### src/rtl/mlsp_pkg.sv
package mlsp_pkg;

  typedef enum logic [2:0] {
    S_IDLE,
    S_READ,
    S_CMP,
    S_P2_PULSE,
    S_P2_VREQ,
    S_P2_VWAIT,
    S_P3_PULSE,
    S_FIN
  } seq_state_e;

  // Charge order: 11 erased (0) < 10 (1) < 01 (2) < 00 (3)
  function automatic logic [1:0] charge_rank(input logic [1:0] code);
    return ~code;
  endfunction

  function automatic logic is_mid_level(input logic [1:0] code);
    return (code == 2'b10) || (code == 2'b01);
  endfunction

  function automatic logic is_top_level(input logic [1:0] code);
    return code == 2'b00;
  endfunction

endpackage

### src/rtl/mlsp_cell_cmp.sv
module mlsp_cell_cmp
  import mlsp_pkg::*;
#(
  parameter int NCELL = 8
) (
  input  logic [2*NCELL-1:0] tgt_word,
  input  logic [2*NCELL-1:0] cur_word,
  output logic [NCELL-1:0]   mid_mask,
  output logic [NCELL-1:0]   top_mask,
  output logic [NCELL-1:0]   order_bad
);

  for (genvar i = 0; i < NCELL; i++) begin : g_cell
    logic [1:0] tgt_c;
    logic [1:0] cur_c;
    assign tgt_c = tgt_word[2*i +: 2];
    assign cur_c = cur_word[2*i +: 2];
    // target holding less charge than present content is illegal
    assign order_bad[i] = charge_rank(tgt_c) < charge_rank(cur_c);
    // intermediate targets that differ from the present content
    assign mid_mask[i]  = is_mid_level(tgt_c) && (tgt_c != cur_c);
    // fully charged target not yet reached
    assign top_mask[i]  = is_top_level(tgt_c) && !is_top_level(cur_c);
  end

endmodule

### src/rtl/mlsp_stair_ctr.sv
module mlsp_stair_ctr #(
  parameter int STEP_MAX = 106,
  parameter int SW       = $clog2(STEP_MAX + 1)
) (
  input  logic          clk,
  input  logic          rst_n,
  input  logic          clr,
  input  logic          inc,
  output logic [SW-1:0] step,
  output logic          at_top
);

  assign at_top = (step == SW'(STEP_MAX));

  always_ff @(posedge clk) begin
    if (!rst_n)              step <= '0;
    else if (clr)            step <= '0;
    else if (inc && !at_top) step <= step + 1'b1;
  end

  a_r4_step_bound: assert property (@(posedge clk) disable iff (!rst_n)
    step <= SW'(STEP_MAX));

  a_r4_step_plus_one: assert property (@(posedge clk) disable iff (!rst_n)
    !clr |=> (step == $past(step)) || (step == $past(step) + 1'b1));

endmodule

### src/rtl/mlsp_pulse_tmr.sv
module mlsp_pulse_tmr #(
  parameter int PULSE_CYC = 3,
  parameter int CW        = (PULSE_CYC > 1) ? $clog2(PULSE_CYC) : 1
) (
  input  logic clk,
  input  logic rst_n,
  input  logic run,
  output logic last
);

  logic [CW-1:0] cnt;

  assign last = run && (cnt == CW'(PULSE_CYC - 1));

  always_ff @(posedge clk) begin
    if (!rst_n)    cnt <= '0;
    else if (!run) cnt <= '0;
    else if (last) cnt <= '0;
    else           cnt <= cnt + 1'b1;
  end

  a_r5_count_bound: assert property (@(posedge clk) disable iff (!rst_n)
    cnt < CW'(PULSE_CYC) || PULSE_CYC == 1);

  a_r5_idle_clear: assert property (@(posedge clk) disable iff (!rst_n)
    !run |=> cnt == '0);

endmodule

### src/rtl/mlsp_prog_seq.sv
module mlsp_prog_seq
  import mlsp_pkg::*;
#(
  parameter int NCELL     = 8,
  parameter int STEP_MAX  = 106,
  parameter int PULSE_CYC = 3
) (
  input  logic                          clk,
  input  logic                          rst_n,
  input  logic                          start,
  input  logic [2*NCELL-1:0]            wr_data,
  output logic                          rd_req,
  input  logic                          rd_valid,
  input  logic [2*NCELL-1:0]            rd_data,
  output logic [$clog2(STEP_MAX+1)-1:0] step_code,
  output logic                          pgm_pulse,
  output logic [NCELL-1:0]              pgm_mask,
  output logic                          vfy_req,
  input  logic                          vfy_valid,
  input  logic [NCELL-1:0]              vfy_pass,
  output logic                          busy,
  output logic                          done,
  output logic                          err_order,
  output logic                          err_fail
);

  localparam int W  = 2 * NCELL;
  localparam int SW = $clog2(STEP_MAX + 1);

  seq_state_e       state_q;
  logic [W-1:0]     wr_q, cur_q;
  logic [NCELL-1:0] mask_q, top_q;
  logic             err_order_q, err_fail_q;

  logic [NCELL-1:0] mid_mask, top_mask, order_bad;
  logic             order_err;
  logic [SW-1:0]    step;
  logic             at_top, pulse_last, pulse_run;

  // Named internal events
  logic             start_acc, rd_take, vfy_take, p2_clear, p2_fail, p3_end;
  logic             inc_step, p2_active;
  logic [NCELL-1:0] mask_left;

  mlsp_cell_cmp #(.NCELL(NCELL)) u_cmp (
    .tgt_word (wr_q),
    .cur_word (cur_q),
    .mid_mask (mid_mask),
    .top_mask (top_mask),
    .order_bad(order_bad)
  );

  assign order_err = |order_bad;

  assign start_acc = (state_q == S_IDLE) && start;
  assign rd_take   = (state_q == S_READ) && rd_valid;
  assign vfy_take  = (state_q == S_P2_VWAIT) && vfy_valid;
  assign mask_left = mask_q & ~vfy_pass;
  assign p2_clear  = vfy_take && (mask_left == '0);
  assign p2_fail   = vfy_take && !p2_clear && at_top;
  assign p3_end    = (state_q == S_P3_PULSE) && pulse_last && at_top;
  assign inc_step  = (vfy_take && !p2_clear) ||
                     ((state_q == S_P3_PULSE) && pulse_last);
  assign pulse_run = (state_q == S_P2_PULSE) || (state_q == S_P3_PULSE);
  assign p2_active = (state_q == S_P2_PULSE) || (state_q == S_P2_VREQ) ||
                     (state_q == S_P2_VWAIT);

  mlsp_stair_ctr #(.STEP_MAX(STEP_MAX), .SW(SW)) u_stair (
    .clk   (clk),
    .rst_n (rst_n),
    .clr   (start_acc),
    .inc   (inc_step),
    .step  (step),
    .at_top(at_top)
  );

  mlsp_pulse_tmr #(.PULSE_CYC(PULSE_CYC)) u_tmr (
    .clk  (clk),
    .rst_n(rst_n),
    .run  (pulse_run),
    .last (pulse_last)
  );

  always_ff @(posedge clk) begin
    if (!rst_n) begin
      state_q     <= S_IDLE;
      wr_q        <= '0;
      cur_q       <= '0;
      mask_q      <= '0;
      top_q       <= '0;
      err_order_q <= 1'b0;
      err_fail_q  <= 1'b0;
    end else begin
      case (state_q)
        S_IDLE: if (start_acc) begin
          wr_q        <= wr_data;
          err_order_q <= 1'b0;
          err_fail_q  <= 1'b0;
          state_q     <= S_READ;
        end
        S_READ: if (rd_take) begin
          cur_q   <= rd_data;
          state_q <= S_CMP;
        end
        S_CMP: begin
          top_q <= top_mask;
          if (order_err) begin
            err_order_q <= 1'b1;
            state_q     <= S_FIN;
          end else if (|mid_mask) begin
            mask_q  <= mid_mask;
            state_q <= S_P2_PULSE;
          end else if (|top_mask) begin
            mask_q  <= top_mask;
            state_q <= S_P3_PULSE;
          end else begin
            state_q <= S_FIN;
          end
        end
        S_P2_PULSE: if (pulse_last) state_q <= S_P2_VREQ;
        S_P2_VREQ:  state_q <= S_P2_VWAIT;
        S_P2_VWAIT: if (vfy_take) begin
          if (p2_clear) begin
            if (|top_q) begin
              mask_q  <= top_q;
              state_q <= S_P3_PULSE;
            end else begin
              mask_q  <= '0;
              state_q <= S_FIN;
            end
          end else if (p2_fail) begin
            mask_q     <= mask_left;
            err_fail_q <= 1'b1;
            state_q    <= S_FIN;
          end else begin
            mask_q  <= mask_left;
            state_q <= S_P2_PULSE;
          end
        end
        S_P3_PULSE: if (p3_end) state_q <= S_FIN;
        S_FIN:      state_q <= S_IDLE;
        default:    state_q <= S_IDLE;
      endcase
    end
  end

  assign rd_req    = (state_q == S_READ);
  assign vfy_req   = (state_q == S_P2_VREQ);
  assign pgm_pulse = pulse_run;
  assign pgm_mask  = pulse_run ? mask_q : '0;
  assign step_code = step;
  assign busy      = (state_q != S_IDLE);
  assign done      = (state_q == S_FIN);
  assign err_order = err_order_q;
  assign err_fail  = err_fail_q;

  a_r2_read_held: assert property (@(posedge clk) disable iff (!rst_n)
    (rd_req && !rd_valid) |=> rd_req);

  a_r3_no_pulse_on_order: assert property (@(posedge clk) disable iff (!rst_n)
    pgm_pulse |-> !err_order);

  a_r5_vreq_single: assert property (@(posedge clk) disable iff (!rst_n)
    vfy_req |=> !vfy_req);

  a_r5_pulse_has_cells: assert property (@(posedge clk) disable iff (!rst_n)
    pgm_pulse |-> (pgm_mask != '0));

  a_r6_mask_never_grows: assert property (@(posedge clk) disable iff (!rst_n)
    (p2_active && $past(p2_active)) |-> ((mask_q & ~$past(mask_q)) == '0));

  a_r8_fail_at_top: assert property (@(posedge clk) disable iff (!rst_n)
    $rose(err_fail) |-> (step_code == SW'(STEP_MAX)));

  a_r10_done_single: assert property (@(posedge clk) disable iff (!rst_n)
    done |=> !done);

  a_r11_mask_legal: assert property (@(posedge clk) disable iff (!rst_n)
    (p2_active && $past(p2_active)) |-> ((mask_q & ~mid_mask) == '0));

endmodule

### config.mk
export PLATFORM = sky130hd
export DESIGN_NAME = mlsp_prog_seq
export DESIGN_NICKNAME = d
export VERILOG_FILES = /design/src/rtl/mlsp_pkg.sv /design/src/rtl/mlsp_cell_cmp.sv /design/src/rtl/mlsp_stair_ctr.sv /design/src/rtl/mlsp_pulse_tmr.sv /design/src/rtl/mlsp_prog_seq.sv
export SDC_FILE = /design/constraint.sdc
export NUM_CORES = 1
export LEC_CHECK = 0
export BUFFER_PORTS_ARGS = -buffer_cell sky130_fd_sc_hd__buf_4
export CORE_ASPECT_RATIO = 0.7
export CORE_MARGIN = 2
export CORE_UTILIZATION = 32
export CTS_BUF_LIST = sky130_fd_sc_hd__clkbuf_16
export DETAILED_ROUTE_END_ITERATION = 10
export GPL_TIMING_DRIVEN = 0
export HOLD_SLACK_MARGIN = 0.05
export PLACE_DENSITY = 0.56
export SLEW_MARGIN = 40
export SYNTH_ARGS = -nofsm -noshare
export SYNTH_HDL_FRONTEND = slang
export SYNTH_SLANG_ARGS = --single-unit
### constraint.sdc
create_clock -name clk -period 3.5 [get_ports clk]
set_input_delay 0.7 -clock clk [delete_from_list [all_inputs] [get_ports clk]]
set_output_delay 0.7 -clock clk [all_outputs]
set_load 0.01 [all_outputs]
## Word-level counts from Yosys, hierarchy flattened

Cells that the tools add are included.

- Flip-flop bits (word level): 62
- Latch bits: 0
- RAM bits: 0
- Memory bits (read-only): 0
- Output and inout bits: 22
- Memories kept: 0

- $add $sub $neg: 2
- Multiply operators: 0
- Div/mod/pow operators: 0
- Magnitude comparators: 8
- Eq/ne operators: 43
- Shift-type cells: 0
- Multiplexer cells: 27
- Bitwise logic cells: 20
- Reductions and logical operators: 80

Operators by type and width:

| operator | number |
|---|---|
| two-way mux 8 bit | 7 |
| logical NOT 2 bit | 16 |
| inverter 2 bit | 16 |
| OR reduction 8 bit | 4 |
| two-way mux 3 bit | 9 |
| logical AND 1 bit | 26 |
| one-hot mux 3 bit (8 select lines) | 1 |
| == test 2 bit, second input constant | 9 |
| == test 2 x 1 -> 1 bit, second input constant | 8 |
| < comparator 2 bit | 8 |
| inequality test 2 bit | 8 |
| inequality test 2 bit, second input constant | 8 |
| one-hot mux 8 bit (2 select lines) | 1 |
| == test 3 bit, second input constant | 4 |
| logical NOT 1 bit | 10 |
| logical OR 1 bit | 10 |
| AND reduction 5 bit | 2 |
| AND 8 bit | 1 |
| logical NOT 8 bit | 1 |
| inverter 8 bit | 1 |
| adder 7 x 1 -> 7 bit, second input constant | 1 |
| == test 7 bit, second input constant | 1 |
| two-way mux 1 bit | 7 |
| == test 3 x 2 -> 1 bit, second input constant | 2 |
| other kinds (14) | 19 |

## Longest topological paths before layout

- Word-level depth: 11
- Gate-level depth with buffers: 10

## Modules after synthesis

From an unflattened synthesis, not the netlist that was laid out.

- Cells, all modules: 451
- Area total of the unflattened synthesis: 3703.6 µm²

Modules (own cells, without submodules):

| module | instances | cells each | area each (µm²) | sequential area each (µm²) |
|---|---|---|---|---|
| mlsp_prog_seq | 1 | 323 | 2633.8 | 1061.0 |
| mlsp_cell_cmp | 1 | 80 | 610.6 | 0.0 |
| mlsp_stair_ctr | 1 | 41 | 371.6 | 140.1 |
| mlsp_pulse_tmr | 1 | 7 | 87.6 | 40.0 |

## Worst setup path before layout

OpenSTA, ideal clock, no wires.

- Kind: reg-to-reg
- From: register wr_q[8]
- To: register mask_q[0]
- Setup time: 72 ps
- Data arrival time: 2193 ps
- Required time: 3428 ps
- Path slack: 1236 ps
- Stages on the path, launching flop included: 11
- Buffers on the path: 2
- Period minus slack after synthesis: 2264 ps
- Cells stage by stage: dfxtp_1 -> inv_1 -> ha_1 -> a21boi_1 -> or4_4 -> nand2b_4 -> buf_6 -> nor3_2 -> o31a_1 -> buf_6 -> mux2i_1

- Word-level cells in the longest chain between the ends: 7
- Elaborated cells between the ends (all ways): 18

RTL lines:

| item | RTL line | source |
|---|---|---|
| from (decl) | mlsp_prog_seq.sv:31 | `logic [W-1:0] wr_q, cur_q;` |
| from (signal assigned) | mlsp_prog_seq.sv:96 | `wr_q <= wr_data;` |
| == test 2 bit or == test 2 x 1 -> 1 bit (tied branches) | mlsp_pkg.sv:20 | `return (code == 2'b10) \|\| (code == 2'b01);` |
| logical OR 1 bit | mlsp_pkg.sv:20 |  |
| logical AND 1 bit | mlsp_cell_cmp.sv:21 | `assign mid_mask[i] = is_mid_level(tgt_c) && (tgt_c != cur_c);` |
| OR reduction 8 bit | mlsp_prog_seq.sv:110 | `end else if (\|mid_mask) begin` |
| two-way mux 8 bit | mlsp_prog_seq.sv:110 |  |
| two-way mux 8 bit | mlsp_prog_seq.sv:107 | `if (order_err) begin` |
| one-hot mux 8 bit (2 select lines) | mlsp_prog_seq.sv:94 | `case (state_q)` |
| to (signal assigned) | mlsp_prog_seq.sv:111 | `mask_q <= mid_mask;` |
| to (signal assigned) | mlsp_prog_seq.sv:114 | `mask_q <= top_mask;` |
| to (signal assigned) | mlsp_prog_seq.sv:125 | `mask_q <= top_q;` |
| to (decl) | mlsp_prog_seq.sv:32 | `logic [NCELL-1:0] mask_q, top_q;` |

Parallel ways exist; a longest one is shown, timed or not. The select of a mux whose other input is x is not followed.
A chain may end at the register's enable or synchronous reset.

## Worst setup path in the final report

- From: register state_q[0]
- To: output port pgm_mask[4]

- Word-level cells in the longest chain between the ends: 3
- Elaborated cells between the ends (all ways): 4

RTL lines:

| item | RTL line | source |
|---|---|---|
| from (decl) | mlsp_prog_seq.sv:30 | `seq_state_e state_q;` |
| from (signal assigned) | mlsp_prog_seq.sv:86 | `state_q <= S_IDLE;` |
| from (signal assigned) | mlsp_prog_seq.sv:99 | `state_q <= S_READ;` |
| from (signal assigned) | mlsp_prog_seq.sv:103 | `state_q <= S_CMP;` |
| == test 3 x 2 -> 1 bit or == test 3 bit (tied branches) | mlsp_prog_seq.sv:64 | `assign pulse_run = (state_q == S_P2_PULSE) \|\| (state_q == S_P3_PULSE);` |
| logical OR 1 bit * | mlsp_prog_seq.sv:64 |  |
| two-way mux 8 bit * | mlsp_prog_seq.sv:150 | `assign pgm_mask = pulse_run ? mask_q : '0;` |
| to (decl) | mlsp_prog_seq.sv:17 | `output logic [NCELL-1:0] pgm_mask,` |

Every way passes the cells marked *; elsewhere a longest branch is shown, timed or not.

==> impl_metrics.json <==
{
  "status": "finished, final reports clean",
  "ant_nets": 0,
  "placedInstanceArea_um2": 4380,
  "p_leak_nw": 1.96,
  "synth_edf_count": 0,
  "coreArea_um2": 11100,
  "wl_per_cell_um": 15.0,
  "ys_warn_count": 0,
  "gp_congestion": 0.836,
  "vias": 3372,
  "yosys-top-cells-count": "92 x nand2_1, 62 x dfxtp_1, 40 x inv_1",
  "vdd_ir_drop_max_mv": 0.245,
  "design_area_um2": 4680,
  "cts_tree": "built",
  "n_antenna_cell": 0,
  "rsz0062_at_grt": "false",
  "yosys.area.top_type_share_pct": 33.6,
  "dieArea_um2": 12400,
  "cts_resized": 0,
  "root_buffer": "clkbuf_16",
  "ys_ff_latch": 62,
  "clkLatencyLatePin_ns": 0.33,
  "dieHeight_um": 93.9,
  "final.setup.tns_ns": 0,
  "cp.arrival_ns": 2.18,
  "post-route-period-util_pct": 82.3,
  "grt-ovfl-total": 0,
  "grt_use_total_pct": 16.9,
  "avgSynthCellArea_um2": 8.14,
  "ys_seq_area_share_pct": 33.6,
  "grt_pass1_wl_um": 16500,
  "tightest_slew_ns": 0.620,
  "powerDensity_nw_per_um2": 620,
  "yosys_most_used_dff": "dfxtp_1",
  "synthTopCellsByArea": "dfxtp_1 34%, nand2_1 9.3%, ha_1 9.1%",
  "nNetsFinal": 602,
  "post_cts_buffers": 0,
  "maxCapViolations": 0,
  "min_period_ns": 2.88,
  "cts_hold_buffers": 0,
  "yosysUniqueCellTypes": 58,
  "cts_buffers": 9,
  "grt_pass1_vias": 3270,
  "drcViolationCount": 0,
  "relSlewSlack_pct": 58.1,
  "die_x_um": 132,
  "avgViaCountPerCell": 4.90,
  "grt_max_degree": 11,
  "critPathMaxFanout": 10,
  "hold_viol_final": 0,
  "num_rows": 32,
  "fillers": 1174,
  "cp.required_ns": 2.80,
  "fin_cells": 688,
  "clk_pin_slew_ns": 0.05,
  "drt-initial-drc-count": 109,
  "top_level_ports": 67,
  "fin_ws_ns": 0.619,
  "antenna_found_initial": 0,
  "hpwlAfterDp_um": 8190,
  "netlist_area_um2": 3700,
  "skew_ns": 0.00718,
  "drive_above_1_share_pct": 20.2,
  "worstHoldPathType": "reg -> reg",
  "clockBufferDepth": 2,
  "finalSetupViolCount": 0,
  "critPathLaunchType": "register",
  "yosysMostFrequentCell": "nand2_1",
  "synth_largest_area_cell": "dfxtp_1",
  "port_buffers": 65,
  "syn-instance-count": 454,
  "start_util_pct": 33.2,
  "finalMaxSlewViolations": 0,
  "worstSetupPathType": "reg -> out",
  "async_flop_share_pct": 0,
  "timing.fmax_ghz": 0.347,
  "synth_nets": 526,
  "wl_um": 10300,
  "dp_slack_ns": 0.961,
  "whs_ns": 0.407,
  "cp-end-kind": "output port",
  "syn_to_final_growth_pct": 26.7,
  "h-tree-depth": 3,
  "dp_cells": 672,
  "cts.sinks": 62,
  "first_pass_iters": 5
}
path summary, 6_finish.rpt:
kind / slack (ns) / end / startpoint / depth (start not counted)
max: 0.62 / pgm_mask[4] / state_q[0] / 5
min: 0.41 / u_tmr.cnt[0] / u_tmr.cnt[0] / 1
max reg2reg: 0.93 / mask_q[3] / wr_q[1] / 10
min reg2reg: 0.41 / u_tmr.cnt[0] / u_tmr.cnt[0] / 1
layer usage:
layer	part of all wire, %	track usage (%)	routed length [µm]	vias up
met1	53	24.6	5470	1567
met2	40	24.8	4140	92
li1	-	-	-	1704
met5	0	0	0	-
met3	5.8	4.37	600	9
met4	1.2	4.30	119	0
through the flow:
stage               util, %  power [mW]
floorplan                 -        1.63
global placement       39.3        1.93
detailed placement     39.3        1.97
CTS                    42.1        2.92
global route           42.1        3.09
finish                 42.1        2.90
critical path, cell delays in order (launching register included):
cell and delay (ns):
dfxtp_1 0.31, clkbuf_1 0.31, clkbuf_1 0.38, xor2_1 0.49
and3_1 0.24, buf_4 0.12
placed cells by master (no fill, tap or decap), types with 6 or more instances in the layout:
cell       instances
a21boi_0          15
a21boi_1          27
a21oi_1           11
and2_1            13
and3_1             9
buf_4             66
clkbuf_1          14
clkbuf_16          9
dfxtp_1           62
ha_1              27
inv_1             42
mux2i_1            9
nand2_1           92
nor2_1            26
o21ai_0            6
o21ai_1            9
o311ai_0           8
cell type report:
| class | instances | area [µm²] | share of cell area [%] |
|---|---|---|---|
| Sequential cell | 62 | 1240 | 26.5 |
| Buffer | 23 | 131 | 2.81 |
| Clock inverter | 7 | 81.3 | 1.74 |
| Multi-Input combinational cell | 328 | 2170 | 46.3 |
| Inverter | 41 | 154 | 3.29 |
| Clock buffer | 9 | 225 | 4.81 |
| Timing Repair Buffer | 65 | 488 | 10.4 |
| Tap cell | 153 | 191 | 4.09 |
registers in the layout (all words and copies together) (netlist names):
register / count
err_order: 1
cur_q: 16
wr_q: 16
state_q: 3
err_fail: 1
u_tmr.cnt: 2
u_stair.step: 7
mask_q: 8
top_q: 8
logic make-up after synthesis:
group	share of synthesized area, %
flops	33.6
xor+xnor	1.66
buf+inv	7.72
simple gates	23.8
mux	2.74
compound gates	21.4
fa+ha+maj	9.14
report_power, final:
group,total [mW],switching (mW),leakage [nW],internal (mW)
sequential,0.859,0.0654,0.503,0.793
combinational,1.11,0.664,1.29,0.441
clock,0.937,0.324,0.159,0.613
(Power assumes the default switching activity.)
